File: src/rtl/dsd_pkg.sv
package dsd_pkg;
  typedef enum logic [2:0] {
    CYC_IDLE  = 3'd0,
    CYC_READ  = 3'd1,
    CYC_EWR   = 3'd2,
    CYC_LWR   = 3'd3,
    CYC_RONLY = 3'd4,
    CYC_CBR   = 3'd5,
    CYC_HID   = 3'd6
  } cyc_e;

  localparam int STB_N   = 4;
  localparam int IDX_RAS = 0;
  localparam int IDX_CAS = 1;
  localparam int IDX_WE  = 2;
  localparam int IDX_OE  = 3;
endpackage

File: src/rtl/strobe_sync.sv
module strobe_sync #(
  parameter int N = 4
) (
  input  logic         clk,
  input  logic         rst,
  input  logic [N-1:0] raw,
  output logic [N-1:0] lvl,
  output logic [N-1:0] prv
);
  for (genvar i = 0; i < N; i++) begin : g_bit
    logic m1, m2, m3;
    always_ff @(posedge clk) begin
      if (rst) begin
        m1 <= 1'b1;
        m2 <= 1'b1;
        m3 <= 1'b1;
      end else begin
        m1 <= raw[i];
        m2 <= m1;
        m3 <= m2;
      end
    end
    assign lvl[i] = m2;
    assign prv[i] = m3;
  end
endmodule

File: src/rtl/bus_align.sv
module bus_align #(
  parameter int W = 8
) (
  input  logic         clk,
  input  logic         rst,
  input  logic [W-1:0] d,
  output logic [W-1:0] q
);
  logic [W-1:0] stg;
  always_ff @(posedge clk) begin
    if (rst) begin
      stg <= '0;
      q   <= '0;
    end else begin
      stg <= d;
      q   <= stg;
    end
  end
endmodule

File: src/rtl/page_mem.sv
module page_mem #(
  parameter int DATA_W = 8,
  parameter int IDX_W  = 8
) (
  input  logic              clk,
  input  logic              we,
  input  logic [IDX_W-1:0]  waddr,
  input  logic [DATA_W-1:0] wdata,
  input  logic              re,
  input  logic [IDX_W-1:0]  raddr,
  output logic [DATA_W-1:0] rdata
);
  localparam int DEPTH = 1 << IDX_W;
  logic [DATA_W-1:0] cells [DEPTH];

  always_ff @(posedge clk) begin
    if (we) cells[waddr] <= wdata;
    if (re) rdata <= cells[raddr];
  end
endmodule

File: src/rtl/cycle_ctrl.sv
module cycle_ctrl
  import dsd_pkg::*;
#(
  parameter int ADDR_W = 10,
  parameter int DATA_W = 8
) (
  input  logic              clk,
  input  logic              rst,
  input  logic [STB_N-1:0]  lvl,
  input  logic [STB_N-1:0]  prv,
  input  logic [ADDR_W-1:0] a_s,
  input  logic [DATA_W-1:0] d_s,
  output cyc_e              cyc_q,
  output logic              arr_rd,
  output logic              arr_wr,
  output logic [ADDR_W-1:0] arr_row,
  output logic [ADDR_W-1:0] arr_col,
  output logic [DATA_W-1:0] arr_wdata,
  output logic              ref_stb,
  output logic [ADDR_W-1:0] ref_row,
  output logic              dout_en
);
  logic ras_lo, cas_lo, we_lo, oe_lo;
  logic ras_fall, ras_rise, cas_fall, we_fall, oe_fall;
  assign ras_lo   = ~lvl[IDX_RAS];
  assign cas_lo   = ~lvl[IDX_CAS];
  assign we_lo    = ~lvl[IDX_WE];
  assign oe_lo    = ~lvl[IDX_OE];
  assign ras_fall = prv[IDX_RAS] & ~lvl[IDX_RAS];
  assign ras_rise = ~prv[IDX_RAS] & lvl[IDX_RAS];
  assign cas_fall = prv[IDX_CAS] & ~lvl[IDX_CAS];
  assign we_fall  = prv[IDX_WE] & ~lvl[IDX_WE];
  assign oe_fall  = prv[IDX_OE] & ~lvl[IDX_OE];

  logic              ras_act, cas_hit, wr_done;
  logic [ADDR_W-1:0] row_q, col_q, rcnt;
  logic [ADDR_W-1:0] col_now;
  logic              wr_blk, trig_rd, trig_wr, rel;

  assign col_now = cas_fall ? a_s : col_q;
  assign wr_blk  = wr_done & ~cas_fall;
  assign trig_rd = ras_act & cas_lo & oe_lo & ~we_lo & (cas_fall | oe_fall) & ~wr_blk;
  assign trig_wr = ras_act & cas_lo & we_lo & (cas_fall | we_fall);
  assign rel     = (~ras_lo & ~cas_lo) | ~oe_lo | we_lo | cas_fall;

  always_ff @(posedge clk) begin
    if (rst) begin
      ras_act   <= 1'b0;
      cas_hit   <= 1'b0;
      wr_done   <= 1'b0;
      row_q     <= '0;
      col_q     <= '0;
      rcnt      <= '0;
      cyc_q     <= CYC_IDLE;
      arr_rd    <= 1'b0;
      arr_wr    <= 1'b0;
      arr_row   <= '0;
      arr_col   <= '0;
      arr_wdata <= '0;
      ref_stb   <= 1'b0;
      ref_row   <= '0;
      dout_en   <= 1'b0;
    end else begin
      arr_rd  <= trig_rd;
      arr_wr  <= trig_wr;
      ref_stb <= 1'b0;
      if (trig_rd || trig_wr) begin
        arr_row <= row_q;
        arr_col <= col_now;
      end
      if (trig_wr) arr_wdata <= d_s;

      if (ras_act && cas_fall) begin
        col_q   <= a_s;
        cas_hit <= 1'b1;
        wr_done <= 1'b0;
      end
      if (trig_wr) begin
        wr_done <= 1'b1;
        cyc_q   <= cas_fall ? CYC_EWR : CYC_LWR;
      end else if (trig_rd) begin
        cyc_q <= CYC_READ;
      end

      if (ras_fall) begin
        if (cas_lo) begin
          ref_stb <= 1'b1;
          ref_row <= rcnt;
          rcnt    <= rcnt + 1'b1;
          cyc_q   <= (dout_en && !cas_fall) ? CYC_HID : CYC_CBR;
        end else begin
          ras_act <= 1'b1;
          row_q   <= a_s;
          cas_hit <= 1'b0;
          wr_done <= 1'b0;
          cyc_q   <= CYC_IDLE;
        end
      end
      if (ras_rise) begin
        ras_act <= 1'b0;
        if (ras_act && !cas_hit) begin
          ref_stb <= 1'b1;
          ref_row <= row_q;
          cyc_q   <= CYC_RONLY;
        end
      end

      if (rel) dout_en <= 1'b0;
      else if (arr_rd) dout_en <= 1'b1;
    end
  end


  early_quiet_chk: assert property (@(posedge clk) disable iff (rst)
    (arr_wr && cyc_q == CYC_EWR) |-> !dout_en);

  drive_src_chk: assert property (@(posedge clk) disable iff (rst)
    $rose(dout_en) |-> $past(arr_rd));

  both_high_chk: assert property (@(posedge clk) disable iff (rst)
    (!ras_lo && !cas_lo) |=> !dout_en);

  cnt_step_chk: assert property (@(posedge clk) disable iff (rst)
    (ref_stb && (cyc_q == CYC_CBR || cyc_q == CYC_HID)) |-> (rcnt == ref_row + 1'b1));

  ronly_quiet_chk: assert property (@(posedge clk) disable iff (rst)
    (ref_stb && cyc_q == CYC_RONLY) |-> !dout_en);
endmodule

File: src/rtl/dram_strobe_decoder.sv
module dram_strobe_decoder
  import dsd_pkg::*;
#(
  parameter int ADDR_W       = 10,
  parameter int DATA_W       = 8,
  parameter int MEM_ROW_BITS = 4,
  parameter int MEM_COL_BITS = 4
) (
  input  logic              clk,
  input  logic              rst,
  input  logic              ras_n,
  input  logic              cas_n,
  input  logic              we_n,
  input  logic              oe_n,
  input  logic [ADDR_W-1:0] addr,
  input  logic [DATA_W-1:0] din,
  output logic [2:0]        cyc_type,
  output logic              arr_rd,
  output logic              arr_wr,
  output logic [ADDR_W-1:0] arr_row,
  output logic [ADDR_W-1:0] arr_col,
  output logic [DATA_W-1:0] arr_wdata,
  output logic              ref_stb,
  output logic [ADDR_W-1:0] ref_row,
  output logic [DATA_W-1:0] dout,
  output logic              dout_en
);
  localparam int IDX_W = MEM_ROW_BITS + MEM_COL_BITS;

  logic [STB_N-1:0]  raw, lvl, prv;
  logic [ADDR_W-1:0] a_s;
  logic [DATA_W-1:0] d_s;
  cyc_e              cyc_q;
  logic [IDX_W-1:0]  idx;

  assign raw[IDX_RAS] = ras_n;
  assign raw[IDX_CAS] = cas_n;
  assign raw[IDX_WE]  = we_n;
  assign raw[IDX_OE]  = oe_n;

  strobe_sync #(.N(STB_N)) u_sync (
    .clk(clk), .rst(rst), .raw(raw), .lvl(lvl), .prv(prv)
  );

  bus_align #(.W(ADDR_W)) u_addr_al (.clk(clk), .rst(rst), .d(addr), .q(a_s));
  bus_align #(.W(DATA_W)) u_data_al (.clk(clk), .rst(rst), .d(din),  .q(d_s));

  cycle_ctrl #(.ADDR_W(ADDR_W), .DATA_W(DATA_W)) u_ctrl (
    .clk(clk), .rst(rst), .lvl(lvl), .prv(prv), .a_s(a_s), .d_s(d_s),
    .cyc_q(cyc_q), .arr_rd(arr_rd), .arr_wr(arr_wr), .arr_row(arr_row),
    .arr_col(arr_col), .arr_wdata(arr_wdata), .ref_stb(ref_stb),
    .ref_row(ref_row), .dout_en(dout_en)
  );

  assign cyc_type = cyc_q;
  assign idx      = {arr_row[MEM_ROW_BITS-1:0], arr_col[MEM_COL_BITS-1:0]};

  page_mem #(.DATA_W(DATA_W), .IDX_W(IDX_W)) u_mem (
    .clk(clk), .we(arr_wr), .waddr(idx), .wdata(arr_wdata),
    .re(arr_rd), .raddr(idx), .rdata(dout)
  );
endmodule

File: config.mk
export PLATFORM = sky130hd
export DESIGN_NAME = dram_strobe_decoder
export DESIGN_NICKNAME = d
export VERILOG_FILES = /design/src/rtl/dsd_pkg.sv /design/src/rtl/strobe_sync.sv /design/src/rtl/bus_align.sv /design/src/rtl/page_mem.sv /design/src/rtl/cycle_ctrl.sv /design/src/rtl/dram_strobe_decoder.sv
export SDC_FILE = /design/constraint.sdc
export NUM_CORES = 2
export LEC_CHECK = 0
export BUFFER_PORTS_ARGS = -buffer_cell sky130_fd_sc_hd__buf_2
export CAP_MARGIN = 20
export CORE_MARGIN = 5
export CORE_UTILIZATION = 55
export CTS_CLUSTER_SIZE = 20
export DETAILED_ROUTE_END_ITERATION = 10
export PLACE_DENSITY = 0.71
export SLEW_MARGIN = 15
export SYNTH_ARGS = -nofsm -noshare
export SYNTH_HDL_FRONTEND = slang
export SYNTH_SLANG_ARGS = --single-unit
File: constraint.sdc
create_clock -name clk -period 11.5 [get_ports clk]
set_input_delay 1.725 -clock clk [delete_from_list [all_inputs] [get_ports clk]]
set_output_delay 1.725 -clock clk [all_outputs]
set_load 0.01 [all_outputs]
Word level (Yosys, flattened, before mapping)
Memory sizes are Yosys's and may differ from the RTL's. A register that Yosys moved wholly into a read port is not among the register bits.
Cells that the tools add are included.
- $add $sub $neg: 1
- bitwise operators: 26
- muxes and demuxes: 26
- reduce and logical (&&, ||, !) cells: 10
- operators with widths (operator ; number):
    10-bit two-way mux ; 5
    3-bit two-way mux ; 6
    1-bit bitwise AND ; 14
    1-bit two-way mux ; 14
    10-bit by 1-bit adder with 10-bit output, second input constant ; 1
    1-bit NOT ; 7
    1-bit OR ; 5
    2-bit AND reduction ; 2
    2-bit OR reduction ; 2
    1-bit logical AND ; 3
    1-bit zero test ; 2
    2-bit two-way mux ; 1
    1-bit logical OR ; 1
- register bits after elaboration: 126
- RAM bits: 2048
- word-level logic and storage cells: 95
- output and inout bits: 53
- memories kept: 1
- memories (name ; words ; bits a word ; rd ports ; clocked after memory_dff ; wr ports ; RTL line ; RTL):
    u_mem.cells ; 256 ; 8 ; 1 ; 1 ; 1 ; page_mem.sv:14 ; logic [DATA_W-1:0] cells [DEPTH];

Longest topological paths before layout
- depth after elaboration: 11
- gate-level depth with buffers: 9
- depth with buffers taken out: 5

By module
A second synthesis with hierarchy kept.
- cell total of the unflattened synthesis: 4214
- area, all modules: 84244.5 µm²
- by module, submodules not included (module ; seq. area each (µm²) ; cells each ; times used ; area each (µm²)):
    page_mem ; 61739.2 ; 3733 ; 1 ; 79636.4
    cycle_ctrl ; 1561.5 ; 373 ; 1 ; 3145.5
    bus_align (u_addr_al) ; 400.4 ; 42 ; 1 ; 618.1
    bus_align (u_data_al) ; 320.3 ; 33 ; 1 ; 464.2
    strobe_sync ; 240.2 ; 33 ; 1 ; 380.4

Least setup slack after synthesis
Ideal clock, no wire load.
- kind: reg-to-output
- start point: register u_ctrl.arr_wdata[0]
- end point: output arr_wdata[0]
- arrival: 3.461 ns
- stages on the path, launching flop included: 1
- required time: 9.775 ns
- path slack: 6.314 ns
- cells stage by stage: dfxtp_1
- RTL lines (element ; RTL line ; RTL):
    from (decl) ; cycle_ctrl.sv:18 ; output logic [DATA_W-1:0] arr_wdata,
    from (signal assigned) ; cycle_ctrl.sv:71 ; if (trig_wr) arr_wdata <= d_s;
    to (decl) ; dram_strobe_decoder.sv:22 ; output logic [DATA_W-1:0] arr_wdata,
No word-level cell between the ends.

==> impl_metrics.ini <==
[run_status]
outcome = finished clean

[sta]
setup_viol = 0
fin_crit_ps = 5310
fin_crit_sh_pct = 46.2
rsz0062_at_grt = no
max_freq_mhz = 188
tns_ps = 0
finClkSkew_ps = 27.4
setup_ws_ps = 6190
finalHoldViolCount = 0
worstMarginPinSlew_ps = 1280
maxSlewHeadroom_pct = 14.5
drv_slew = 0

[grt]
grt_pass1_vias = 40600
antenna_found_initial = 5
grt_remaining_overflow = 0
grt_pass1_wl_mm = 283
track_usage_pct = 24.6
grt_max_degree = 222

[drt]
wl_per_cell_um = 30.6
via_per_inst = 6.42
drt_iter0_markers = 5158
drcViolationCount = 0
wirelength_mm = 193
vias = 40500
drt-pass1-iter-count = 6
drt.antenna.violating_nets = 0

[power]
finalPower_w = 0.0152
ir_drop_mv = 0.183
p_per_area_mw_per_mm2 = 165
p_leak_nw = 28.3

[die]
rows = 142
dieWidth_um = 398
die_h_um = 398
coreArea_mm2 = 0.150
io_pins = 77
start_util_pct = 55.3
dieArea_mm2 = 0.158

[synthesis]
syn_avg_cell_area_um2 = 20.8
synth_edf_count = 2056
synth-seq-cells = 2182
synth.top_cells.by_count = edfxtp_1, mux4_2, nor2_1, a22oi_1, clkbuf_1
synth_seq_area_share_pct = 77.6
yosys.area.top_type_share_pct = 74.6
async_flop_share_pct = 0
yosysMostFrequentCell = edfxtp_1
ys_warn_count = 0
synth-main-ff-cell = edfxtp_1
yosys-top-cells-area = edfxtp_1, mux4_2, dfxtp_1
synth.distinct_cells = 38
synthCells = 3989
synthesis.area_mm2 = 0.0828
syn_nets = 4014
yosysTopAreaCell = edfxtp_1

[placement]
dp_hpwl_mm = 112
place.gp.congestion = 0.826
io_buffers = 76
place_ws_ps = 6220
placed_area_mm2 = 0.0856

[clocking]
clkTransAtPathRegs_ps = 60
ctsResizeCount = 0
cts_root_buffer = clkbuf_16
cts_tree = yes
cts_buffer_depth = 3
clk_latency_ps = 840
cts.sinks = 2182
postCtsSetupBuffers = 0
h-tree-depth = 4
hold_buffers = 0
numCtsBuffers = 207

[min_path]
min_path_type = reg -> reg
min_to = u_sync.g_bit[2].m2$_SDFF_PP1_
hp-start = u_sync.g_bit[2].m1$_SDFF_PP1_
worst_hold_path.num_cells = 1

[critical_path]
reg2reg_slack_ps = 6190
criticalPathCategory = reg -> reg
crit_arrival_ps = 5840
crit_fanout = 90
r2r-end = u_mem.rdata[7]$_DFFE_PP_
worst-r2r-cell-count = 8
crit_required_ps = 12030
cp-start-kind = flop
r2r_start = u_ctrl.arr_col[1]$_SDFFE_PP0P_
critPathCaptureType = flop
crit_start = u_ctrl.arr_col[1]$_SDFFE_PP0P_

[cells_and_area]
syn2layout_area_growth_pct = 11.3
design_area_mm2 = 0.0922
nets = 4142
layout-drive-gt1-share_pct = 24.2

[run]
cap_violations = 0
[worst max-delay path: stages, from the launching register on]
cell     delay, ps
dfxtp_4        670
buf_12         510
buf_4          680
buf_4          840
mux4_2         460
a22oi_1        350
a21oi_1        170
o41ai_1        960
nand4_1        180
[worst max path at each step]
stage	to	cells after the start	slack [ps]
floorplan	arr_wdata[0]	0	6310
global placement	u_mem.rdata[0]$_DFFE_PP_	8	5680
detailed placement	u_mem.rdata[7]$_DFFE_PP_	8	6220
CTS	u_mem.rdata[7]$_DFFE_PP_	8	6210
global route	u_mem.rdata[7]$_DFFE_PP_	8	6060
finish	u_mem.rdata[7]$_DFFE_PP_	8	6190
[per-stage QoR]
| stage | hold WS (ps) | util (%) | cells |
|---|---|---|---|
| after detailed placement | 392 | 57.1 | 5920 |
| after floorplan | 389 | - | 3989 |
| after global placement | 392 | 57.1 | 5911 |
| after global routing | 416 | 61.6 | 6303 |
| after CTS | 407 | 61.5 | 6299 |
| final | 406 | 61.6 | 6305 |
[cell usage in the layout (no fill, tap or decap), drive strengths merged, types with 20 or more instances in the layout]
cell type,netlist,layout
nor2b,50,50
nand2,84,84
a211oi,20,20
a21oi,165,165
o41ai,32,32
nand3,26,26
nor2,270,270
dfxtp,126,126
mux2i,28,28
edfxtp,2056,2056
a22oi,256,256
clkbuf,174,266
mux4,512,512
clkinv,0,87
buf,87,180
nor3,34,34
[metal layers]
| layer | track usage [%] | vias to the layer above | routed length (µm) |
|---|---|---|---|
| li1 | - | 16800 | - |
| met1 | 35.0 | 21400 | 75400 |
| met2 | 38.8 | 2017 | 94300 |
| met3 | 5.84 | 287 | 17700 |
| met4 | 7.09 | 0 | 5380 |
| met5 | 0 | - | 0 |
[layout make-up]
class                   instances  area (µm²)
diodes                          2        5.00
clock buffers                 266        5560
clock inverters               113         982
fillers                     10100       57600
inverters                       4        15.0
multi-input cells            1542       17600
flip-flops and latches       2182       64300
well taps                    2016        2520
repair buffers                180        1260
[sequential cells by signal, indices dropped and copies added, names as in the netlist, 8 cells and up]
signal,cells
u_mem.cells,2048
u_addr_al.q,10
u_addr_al.stg,10
u_ctrl.arr_col,10
u_ctrl.arr_row,10
u_ctrl.col_q,10
u_ctrl.rcnt,10
u_ctrl.ref_row,10
u_ctrl.row_q,10
u_ctrl.arr_wdata,8
u_data_al.q,8
u_data_al.stg,8
u_mem.rdata,8
[kinds of logic (layout without fill, tap and decap cells)]
kind of cell	after synthesis	in the layout	synth area share [%]
AND/OR/NAND/NOR	511	511	2.72
other	0	2	0
adder cells (fa/ha/maj)	1	1	0.0151
AO/OA/AOI/OAI	481	481	3.90
XOR/XNOR	9	9	0.0952
multiplexers	540	540	14.3
buffers and inverters	265	563	1.41
flip-flops	2182	2182	77.6
[power breakdown]
part / leakage, nW / total (W) / switching (W) / internal, W
sequential: 20.1 / 0.00856 / 0.00000529 / 0.00856
clock: 3.21 / 0.00659 / 0.00287 / 0.00372
combinational: 5.04 / 0.0000556 / 0.0000315 / 0.0000241
(Power assumes the default switching activity.)
